$ cat config.mk
export PLATFORM = sky130hd
export DESIGN_NAME = ready_lockout_monitor
export DESIGN_NICKNAME = d
export VERILOG_FILES = /design/src/rtl/rdy_mon_pkg.sv /design/src/rtl/uvlo_hysteresis.sv /design/src/rtl/link_watchdog.sv /design/src/rtl/status_delay_line.sv /design/src/rtl/ready_lockout_monitor.sv
export SDC_FILE = /design/constraint.sdc
export NUM_CORES = 1
export LEC_CHECK = 0
export CORE_MARGIN = 2
export CORE_UTILIZATION = 25
export CTS_BUF_LIST = sky130_fd_sc_hd__clkbuf_16
export CTS_CLUSTER_DIAMETER = 200
export DETAILED_ROUTE_END_ITERATION = 10
export SLEW_MARGIN = 10
export SYNTH_ARGS = -nofsm -noshare
export SYNTH_HDL_FRONTEND = slang
export SYNTH_SLANG_ARGS = --single-unit
$ cat constraint.sdc
create_clock -name clk -period 3.5 [get_ports clk]
set_clock_uncertainty 0.15 [all_clocks]
set_input_delay 0.7 -clock clk [delete_from_list [all_inputs] [get_ports clk]]
set_output_delay 0.7 -clock clk [all_outputs]
set_load 0.005 [all_outputs]
$ cat src/rtl/rdy_mon_pkg.sv
package rdy_mon_pkg;

   typedef struct packed {
      logic in_ok;
      logic out_ok;
      logic link_ok;
   } health_t;

   function automatic logic all_good(health_t h);
      return h.in_ok & h.out_ok & h.link_ok;
   endfunction

   function automatic logic delayed_part(health_t h);
      return h.out_ok & h.link_ok;
   endfunction

endpackage

$ cat src/rtl/uvlo_hysteresis.sv
module uvlo_hysteresis #(
   parameter int W       = 16,
   parameter int RISE_MV = 4100,
   parameter int FALL_MV = 3800
) (
   input  logic         clk,
   input  logic         rst,
   input  logic [W-1:0] level,
   output logic         ok
);
   localparam logic [W-1:0] RISE_C = W'(RISE_MV);
   localparam logic [W-1:0] FALL_C = W'(FALL_MV);

   initial begin
      assert (RISE_MV > FALL_MV) else $error("release threshold must exceed engage threshold");
      assert (RISE_MV < (1 << W)) else $error("release threshold does not fit the reading width");
   end

   always_ff @(posedge clk) begin
      if (rst)                        ok <= 1'b0;
      else if (ok  && level < FALL_C) ok <= 1'b0;
      else if (!ok && level >= RISE_C) ok <= 1'b1;
   end

   AST_LOCK_BELOW_FALL: assert property (@(posedge clk) disable iff (rst)
      (ok && level < FALL_C) |=> !ok);
   AST_HOLD_ABOVE_FALL: assert property (@(posedge clk) disable iff (rst)
      (ok && level >= FALL_C) |=> ok);
   AST_RELEASE_AT_RISE: assert property (@(posedge clk) disable iff (rst)
      (!ok && level >= RISE_C) |=> ok);
   AST_STAY_LOCKED: assert property (@(posedge clk) disable iff (rst)
      (!ok && level < RISE_C) |=> !ok);
endmodule

$ cat src/rtl/link_watchdog.sv
module link_watchdog #(
   parameter int WDOG_CYCLES = 20
) (
   input  logic clk,
   input  logic rst,
   input  logic beat,
   output logic link_ok
);
   localparam int CW = $clog2(WDOG_CYCLES + 1);
   localparam logic [CW-1:0] LOAD = CW'(WDOG_CYCLES);

   logic [CW-1:0] remain;

   initial begin
      assert (WDOG_CYCLES >= 1) else $error("watchdog needs at least one cycle");
   end

   always_ff @(posedge clk) begin
      if (rst)                remain <= '0;
      else if (beat)          remain <= LOAD;
      else if (remain != '0)  remain <= remain - 1'b1;
   end

   assign link_ok = (remain != '0);

   AST_BEAT_RELOADS: assert property (@(posedge clk) disable iff (rst)
      beat |=> link_ok);
   AST_NO_SELF_REVIVE: assert property (@(posedge clk) disable iff (rst)
      (!link_ok && !beat) |=> !link_ok);
endmodule

$ cat src/rtl/status_delay_line.sv
module status_delay_line #(
   parameter int DEPTH = 4
) (
   input  logic clk,
   input  logic rst,
   input  logic din,
   output logic dout
);
   initial begin
      assert (DEPTH >= 0 && DEPTH <= 256) else $error("delay depth out of range");
   end

   generate
      if (DEPTH == 0) begin : g_pass
         assign dout = din;
      end else if (DEPTH == 1) begin : g_one
         logic q;
         always_ff @(posedge clk) begin
            if (rst) q <= 1'b0;
            else     q <= din;
         end
         assign dout = q;
      end else begin : g_shift
         logic [DEPTH-1:0] q;
         always_ff @(posedge clk) begin
            if (rst) q <= '0;
            else     q <= {q[DEPTH-2:0], din};
         end
         assign dout = q[DEPTH-1];
      end
   endgenerate
endmodule

$ cat src/rtl/ready_lockout_monitor.sv
module ready_lockout_monitor #(
   parameter int W            = 16,
   parameter int IN_RISE_MV   = 4100,
   parameter int IN_FALL_MV   = 3800,
   parameter int OUT_RISE_MV  = 12000,
   parameter int OUT_FALL_MV  = 11000,
   parameter int WDOG_CYCLES  = 20,
   parameter int STATUS_DELAY = 4
) (
   input  logic         clk,
   input  logic         rst,
   input  logic [W-1:0] vin_mv,
   input  logic [W-1:0] vout_mv,
   input  logic         link_beat,
   input  logic         cmd_on,
   output logic         ready,
   output logic         force_off,
   output logic         gate_cmd
);
   import rdy_mon_pkg::*;

   localparam int NSUP = 2;

   logic [NSUP-1:0] sup_ok;
   logic            link_ok;
   logic            late_ok;
   health_t         h;

   generate
      for (genvar s = 0; s < NSUP; s++) begin : g_supply
         localparam int RISE = (s == 0) ? IN_RISE_MV : OUT_RISE_MV;
         localparam int FALL = (s == 0) ? IN_FALL_MV : OUT_FALL_MV;
         uvlo_hysteresis #(.W(W), .RISE_MV(RISE), .FALL_MV(FALL)) i_uvlo (
            .clk   (clk),
            .rst   (rst),
            .level ((s == 0) ? vin_mv : vout_mv),
            .ok    (sup_ok[s])
         );
      end
   endgenerate

   link_watchdog #(.WDOG_CYCLES(WDOG_CYCLES)) i_wdog (
      .clk     (clk),
      .rst     (rst),
      .beat    (link_beat),
      .link_ok (link_ok)
   );

   assign h.in_ok   = sup_ok[0];
   assign h.out_ok  = sup_ok[1];
   assign h.link_ok = link_ok;

   status_delay_line #(.DEPTH(STATUS_DELAY)) i_dly (
      .clk  (clk),
      .rst  (rst),
      .din  (delayed_part(h)),
      .dout (late_ok)
   );

   assign force_off = ~all_good(h);
   assign gate_cmd  = cmd_on & all_good(h);
   assign ready     = h.in_ok & late_ok;

   AST_CTRL_LOCK_KILLS_ALL: assert property (@(posedge clk) disable iff (rst)
      !sup_ok[0] |-> (!ready && !gate_cmd && force_off));
   AST_DRIVE_LOCK_BLOCKS: assert property (@(posedge clk) disable iff (rst)
      (!sup_ok[1] || !link_ok) |-> (!gate_cmd && force_off));
   AST_READY_NEEDS_CTRL: assert property (@(posedge clk) disable iff (rst)
      $fell(sup_ok[0]) |-> !ready);
   AST_RESET_STATE: assert property (@(posedge clk)
      $past(rst) |-> (!ready && force_off && !gate_cmd));
endmodule

=== After elaboration in Yosys (flattened, before gate mapping) ===
Index checks and enable logic that the tools add are counted.

* Add/subtract/negate cells: 1
* Order comparisons: 4
* Multiplexer cells: 2
* Bitwise gates (word level): 6
* Reduce and logical (&&, ||, !) cells: 11

{| class="wikitable"
|+ Operator list
! operator !! count
|-
| 16-bit by 13-bit greater-or-equal comparator with 1-bit output, second input constant || 1
|-
| 16-bit by 14-bit greater-or-equal comparator with 1-bit output, second input constant || 1
|-
| 16-bit by 12-bit less-than comparator with 1-bit output, second input constant || 1
|-
| 16-bit by 14-bit less-than comparator with 1-bit output, second input constant || 1
|-
| 5-bit two-way mux || 2
|-
| 2-bit OR reduction || 3
|-
| 1-bit bitwise AND || 5
|-
| 5-bit nonzero test || 1
|-
| 5-bit by 1-bit subtractor with 5-bit output, second input constant || 1
|-
| 1-bit logical AND || 4
|-
| 1-bit logical NOT || 2
|-
| 2-bit nonzero test || 1
|-
| 1-bit NOT || 1
|}

* Register bits: 11
* Input port bits: 36
* Output and inout bits: 3
* Logic and storage cells: 29

=== Longest topological paths before layout ===
Gate-level depths: netlist of the first run.

* Depth in word-level cells: 3
* Depth in mapped cells: 7
* Mapped depth without buffers: 6

=== Cells and area by module ===
A second synthesis of the first run with hierarchy kept.

* Cells, all modules: 63
* Area, all modules: 573.0 µm²

{| class="wikitable"
|+ Modules (own cells, without submodules)
! module !! instances !! cells each !! area each (µm²) !! sequential area each (µm²)
|-
| link_watchdog || 1 || 25 || 230.2 || 100.1
|-
| uvlo_hysteresis (g_supply[1].i_uvlo) || 1 || 12 || 113.9 || 20.0
|-
| status_delay_line || 1 || 8 || 105.1 || 80.1
|-
| uvlo_hysteresis (g_supply[0].i_uvlo) || 1 || 14 || 96.3 || 20.0
|-
| ready_lockout_monitor || 1 || 4 || 27.5 || 0.0
|}

=== Least setup slack after synthesis of the first run ===
No wires, ideal clock.

* Path kind: register to output
* Start: register i_wdog.remain[0]
* End: output port gate_cmd
* Arrival: 1265 ps
* Required time: 2650 ps
* Path slack: 1385 ps
* Cell stages (with the launch flop): 8
* Buffers on the path: 1
* Cell sequence: dfxtp_1 > inv_1 > ha_1 > inv_1 > or4_4 > buf_6 > nand3_1 > nor2_1

* Cells in the longest elaborated chain, start to end: 3

{| class="wikitable"
|+ Ends and longest elaborated chain
! what !! line !! text
|-
| start: declaration || link_watchdog.sv:12 || <nowiki>logic [CW-1:0] remain;</nowiki>
|-
| start signal: assignment || link_watchdog.sv:21 || <nowiki>else if (remain != '0) remain <= remain - 1'b1;</nowiki>
|-
| 5-bit nonzero test || link_watchdog.sv:24 || <nowiki>assign link_ok = (remain != '0);</nowiki>
|-
| 1-bit bitwise AND || rdy_mon_pkg.sv:10 || <nowiki>return h.in_ok & h.out_ok & h.link_ok;</nowiki>
|-
| 1-bit bitwise AND || ready_lockout_monitor.sv:61 || <nowiki>assign gate_cmd = cmd_on & all_good(h);</nowiki>
|-
| end: declaration || ready_lockout_monitor.sv:18 || <nowiki>output logic gate_cmd</nowiki>
|}

Every way passes these cells.

=== Worst setup path after layout of the first run ===
* Start: register i_wdog.remain[0]
* End: output port force_off

* Cells in the longest elaborated chain, start to end: 3

{| class="wikitable"
|+ Ends and longest elaborated chain
! what !! line !! text
|-
| 5-bit nonzero test || link_watchdog.sv:24 ||
|-
| 1-bit bitwise AND || rdy_mon_pkg.sv:10 ||
|-
| 1-bit NOT || ready_lockout_monitor.sv:60 || <nowiki>assign force_off = ~all_good(h);</nowiki>
|-
| end: declaration || ready_lockout_monitor.sv:17 || <nowiki>output logic force_off,</nowiki>
|}

Every way passes these cells.

==> run_results.csv, run 1 <==
group,metric,value,unit
outcome,outcome,"finished, final reports clean",
final_layout,drive_gt1_share,5.71,%
clock_tree,post_cts_resize_count,0,
final_layout,num_antenna_cells,0,
grt,grt_pass1_wl,2.13,mm
pwr,p_int,342,µW
clock_tree,cts_tree,"yes",
clock_tree,holdBufCountCts,0,
floorplan,rows,17,
synthesis,ys.warnings.count,0,
floorplan,io_pins,39,
worst_setup_path,cp_cell_sequence,"inv_1 -> ha_1 -> inv_1 -> or4_4 -> nand3_1 -> clkdlybuf4s50_1",
synthesis,ys_ff_latch,11,
final_layout,nNetsFinal,143,
worst_setup_path,max_stage_delay,0.50,ns
placement,dp_hpwl,1.07,mm
clock_tree,cts_max_path_buffers,2,
timing,tns,0,ns
final_layout,area_growth,76.3,%
synthesis,yosysSeqAreaShare,39.0,%
pwr,seq_power_share,32.7,%
synthesis,synthesis.area,564,µm²
placement,gp_congestion,0.734,
clock_tree,postCtsSetupBuffers,0,
routing,wl,1.22,mm
floorplan,die-height,51.5,µm
grt,grt_pass1_vias,542,
timing,min_period_over_period,79.8,%
timing,min_period,2.79,ns
routing,wire_per_inst,9.17,µm
synthesis,synthTopCellsByCount,"dfxtp_1, nor2_1, a21oi_1, inv_1, nand2_1",
timing,rsz0062_at_grt,"false",
worst_setup_path,crit_path_end_kind,"output port",
synthesis,synth_top_cells_by_area,"dfxtp_1, a21oi_1, nor2_1",
clock_tree,cts-root-buf,"clkbuf_16",
synthesis,yosysMostFrequentCell,"dfxtp_1",
clock_tree,cts.clk_slew.worst_paths,0.04,ns
synthesis,synth_top_cell_by_area,"dfxtp_1",
synthesis,synth.top_cell.area_share,39.0,%
worst_setup_path,worst_path_dominant_cell_family,"buffers and inverters",
pwr,p_leak,0.000382,µW
timing,setup_viol,0,
floorplan,dieArea,0.00265,mm²
synthesis,syn_nets,107,
routing,num_vias,611,
clock_tree,cts.sinks,11,
placement,numPortBuffers,33,
pwr,pwr-share-clk,47.1,%
placement,dpl.cell_count,129,
job,cap_viol_max_count,0,
worst_setup_path,cp-start-kind,"register",
routing,first_pass_iters,2,
synthesis,synth_edf_count,0,
synthesis,avgSynthCellArea,8.06,µm²
worst_setup_path,path_common_cell,"inv_1",
routing,via_per_inst,4.59,
clock_tree,insertion_delay,0.24,ns
worst_setup_path,critPathRequiredTime,2.65,ns
floorplan,start_util,26.0,%
worst_setup_path,crit_slowest_cell,"clkdlybuf4s50_1",
grt,grt.total_usage,10.4,%
timing,relSlewSlack,73.3,%
min_path,min_path_type,"reg2reg",
synthesis,ys.flop_type,"dfxtp_1",
pwr,pwr-share-comb,20.1,%
pwr,p_sw_share,21.7,%
synthesis,synthAdderAreaFrac,2.22,%
timing,hold_viol,0,
synthesis,muxShareOfSynthArea,0,%
synthesis,synth_top_family_by_area,"simple AND/OR/NAND/NOR gates",
clock_tree,cts_buffers,3,
synthesis,synth_cells,70,
clock_tree,cts_max_level,1,
grt,antenna_found_initial,0,
grt,gr-total-overflow,0,
pwr,powerDensity,439,mW/mm²
routing,drt_iter0_drc,2,
worst_setup_path,critPathKind,"reg2out",
pwr,irDropWorstVdd,197,µV
worst_setup_path,arrival,1.94,ns
synthesis,yosys.area_share.simple,32.2,%
synthesis,synthXorXnorAreaFrac,3.10,%
routing,drc,0,
synthesis,synth_compound_area_share,16.9,%
synthesis,async_flop_share,0,%
worst_setup_path,crit_buf_inv,3,
worst_setup_path,cp_max_fo,7,
routing,ant_nets,0,
timing,worst_pin_slew,0.400,ns
floorplan,core_area,0.00217,mm²
grt,grt_max_degree,12,
timing,fmax,0.358,GHz
synthesis,ys_types,28,
final_layout,final_cells,133,
timing,slew_viol_final,0,
floorplan,die_w,51.5,µm
pwr,p_switching,94.8,µW
-- routing by layer --
layer	up-vias	global-route usage [%]	part of all wire [%]
met5	-	0	0
met4	0	3.95	1.8
met3	2	1.72	7.0
met2	21	19.0	48
met1	268	11.9	43
li1	320	-	-
-- kinds of logic (layout without fill, tap and decap cells) --
family / after synthesis / after routing
simple gates: 34 / 34
compound gates: 14 / 14
flops: 11 / 11
buf+inv: 8 / 43
xor+xnor: 2 / 2
fa+ha+maj: 1 / 1
-- sequential cells by signal (all words and copies together) (netlist names) --
| signal | flops |
|---|---|
| g_supply.i_uvlo.ok | 2 |
| i_dly.g_shift.q | 4 |
| i_wdog.remain | 5 |
-- path summary, 6_finish.rpt --
kind	start	end	slack, ns	cells past startpoint
worst min register to register	i_dly.g_shift.q[0]	i_dly.g_shift.q[1]	0.28	1
worst max-delay path	i_wdog.remain[0]	force_off	0.71	6
worst min-delay path	i_dly.g_shift.q[0]	i_dly.g_shift.q[1]	0.28	1
worst max register to register	i_wdog.remain[0]	i_wdog.remain[1]	1.82	5
-- metrics by stage --
stage	instance area [µm²]	hold slack (ns)	utilization, %	power (µW)	setup slack [ns]
3_3_place_gp	915	0.268	42.2	232	0.883
3_5_place_dp	915	0.278	42.2	234	0.883
4_1_cts	995	0.288	45.8	439	0.697
5_1_grt	995	0.303	45.8	458	0.598
2_1_floorplan	564	0.264	-	190	1.38
6_report	995	0.284	45.8	436	0.706
-- cells in the final DEF, fill, tap and decap left out, types with 2 or more instances in the layout --
master           count
nand4_1              2
nand2_1              5
clkdlybuf4s50_1     33
nand3_1              2
nor4_1               3
clkbuf_16            3
nor2_1               8
dfxtp_1             11
a31oi_1              2
nor3_1               4
nor2b_1              4
inv_1                6
a21oi_1              6
-- area by class of cell --
| cell class | instances | area (µm²) |
|---|---|---|
| multi-input cells | 51 | 307 |
| repair buffers | 33 | 330 |
| flip-flops and latches | 11 | 220 |
| fillers | 222 | 1170 |
| well taps | 28 | 35.0 |
| clock buffers | 3 | 75.1 |
| inverters | 6 | 22.5 |
| clock inverters | 1 | 5.00 |
-- power groups by stage --
stage | combinational, µW | clock (µW) | sequential, µW
global route | 98.7 | 215 | 144
global placement | 86.8 | 0 | 145
floorplan | 47.0 | 0 | 143
CTS | 88.9 | 207 | 143
detailed placement | 89.4 | 0 | 145
finish | 87.8 | 206 | 143
Power figures use the tool's default switching activity.
==> run 2: changes to the inputs <==
==> constraint.sdc (replaced) <==
create_clock -name clk -period 2.5 [get_ports clk]
set_clock_uncertainty 0.15 [all_clocks]
set_input_delay 0.5 -clock clk [delete_from_list [all_inputs] [get_ports clk]]
set_output_delay 0.5 -clock clk [all_outputs]
set_load 0.005 [all_outputs]
==> run_results.csv, run 2 (synthesized netlist as in run 1, its figures left out) <==
group,metric,value,unit
outcome,outcome,"finished, final reports clean",
grt,grt_pass1_wl,2.35,mm
routing,drt_iter0_drc,5,
timing,tns,0,ns
worst_setup_path,crit_path_end_kind,"output port",
worst_setup_path,max_stage_delay,0.42,ns
min_path,worstHoldStart,"i_dly.g_shift.q[2]",
timing,rsz0062_at_grt,"false",
final_layout,final_cells,134,
worst_setup_path,crit_slowest_cell,"or4_4",
routing,num_vias,631,
final_layout,drive_gt1_share,7.55,%
clock_tree,cts.sinks,11,
final_layout,num_antenna_cells,0,
final_layout,largest_register_ffs,5,
final_layout,final_cell_mix,"clkdlybuf4s50_1, dfxtp_1, nor2_1",
timing,worst_pin_slew,0.415,ns
placement,dp_hpwl,1.09,mm
final_layout,final_util,46.5,%
final_layout,nNetsFinal,144,
clock_tree,post_cts_resize_count,3,
pwr,p_leak,0.000404,µW
worst_setup_path,cp-start-kind,"register",
timing,slew_viol_final,0,
routing,ant_nets,0,
clock_tree,cts_tree,"yes",
grt,antenna_found_initial,0,
routing,first_pass_iters,3,
job,cap_viol_max_count,0,
clock_tree,cts.clk_slew.worst_paths,0.04,ns
clock_tree,holdBufCountCts,0,
floorplan,start_util,26.0,%
clock_tree,cts_max_level,1,
timing,setup_viol,0,
final_layout,largestRegisters,"i_wdog.remain x5, i_dly.g_shift.q x4, g_supply.i_uvlo.ok x2",
pwr,irDropWorstVdd,232,µV
placement,numPortBuffers,33,
floorplan,rows,17,
floorplan,die_w,51.5,µm
timing,fmax,0.445,GHz
timing,min_period_over_period,89.8,%
worst_setup_path,path_common_cell,"inv_1",
worst_setup_path,cp_max_fo,3,
clock_tree,cts_buffers,3,
routing,drc,0,
pwr,powerDensity,608,mW/mm²
final_layout,top_register,"i_wdog.remain",
worst_setup_path,cp_cell_sequence,"inv_1 -> ha_2 -> inv_1 -> or4_4 -> nand3_2 -> dlygate4sd2_1",
final_layout,layout_commonest_cell,"clkdlybuf4s50_1",
clock_tree,cts-root-buf,"clkbuf_16",
timing,relSlewSlack,72.2,%
grt,gr-total-overflow,0,
routing,wl,1.34,mm
grt,grt.total_usage,12.0,%
timing,hold_ws,0.280,ns
worst_setup_path,critPathRequiredTime,1.85,ns
worst_setup_path,arrival,1.60,ns
min_path,min_path_type,"reg2reg",
worst_setup_path,rr_startpoint,"i_wdog.remain[0]",
clock_tree,cts_max_path_buffers,2,
placement,gp_congestion,0.760,
routing,wire_per_inst,9.99,µm
routing,via_per_inst,4.71,
timing,fin_ws,0.255,ns
clock_tree,postCtsSetupBuffers,0,
timing,hold_viol,0,
worst_setup_path,critPathKind,"reg2out",
timing,min_period,2.25,ns
grt,grt_max_degree,12,
final_layout,area_growth,78.9,%
placement,place_ws,0.213,ns
clock_tree,insertion_delay,0.24,ns
floorplan,die-height,51.5,µm
worst_setup_path,worstSetupStartpoint,"i_wdog.remain[0]",
floorplan,io_pins,39,
floorplan,dieArea,0.00265,mm²
grt,grt_pass1_vias,601,
worst_setup_path,crit_buf_inv,3,
placement,dpl.cell_count,130,
worst_setup_path,worst_path_dominant_cell_family,"simple AND/OR/NAND/NOR gates",
floorplan,core_area,0.00217,mm²
## run 2: changes by cell type in the layout (fill, tap and decap cells not counted)
cell | before | now
ha_1 | 1 | 0
buf_4 | 0 | 1
clkdlybuf4s50_1 | 33 | 31
clkinv_2 | 1 | 0
dlymetal6s2s_1 | 0 | 1
nand3_2 | 0 | 1
inv_1 | 6 | 7
ha_2 | 0 | 1
nand3_1 | 2 | 1
dlygate4sd2_1 | 0 | 1
## run 2: final timing paths
kind,slack [ns],depth (start not counted),endpoint
worst max-delay path,0.25,6,force_off
worst min-delay path,0.28,1,i_dly.g_shift.q[3]
worst max register to register,0.71,6,i_wdog.remain[1]
worst min register to register,0.28,1,i_dly.g_shift.q[3]
## run 2: final cells by class
class	count	area [µm²]
clock buffers	3	75.1
clock inverters	1	3.75
fillers	229	1160
inverters	6	22.5
multi-input cells	51	314
flip-flops and latches	11	220
well taps	28	35.0
repair buffers	34	339
## run 2: report_power, final
| group | internal [µW] | switching [µW] | total (µW) |
|---|---|---|---|
| combinational | 80.3 | 48.1 | 128 |
| sequential | 190 | 10.1 | 200 |
| clock | 210 | 75.8 | 285 |
| total | 480 | 134 | 614 |
## run 2: layer usage
metal / share of wire, % / track usage [%] / vias to the layer above / wire length, µm
met2: 48 / 20.1 / 21 / 646
met4: 2.8 / 7.89 / 0 / 38
li1: - / - / 320 / -
met1: 42 / 13.4 / 286 / 559
met3: 7.0 / 2.87 / 4 / 94
met5: 0 / 0 / - / 0
## run 2: per-stage QoR
step / cell area, µm² / power, µW
2_1_floorplan: 564 / 266
3_3_place_gp: 922 / 329
3_5_place_dp: 922 / 332
4_1_cts: 1010 / 620
5_1_grt: 1010 / 644
6_report: 1010 / 614
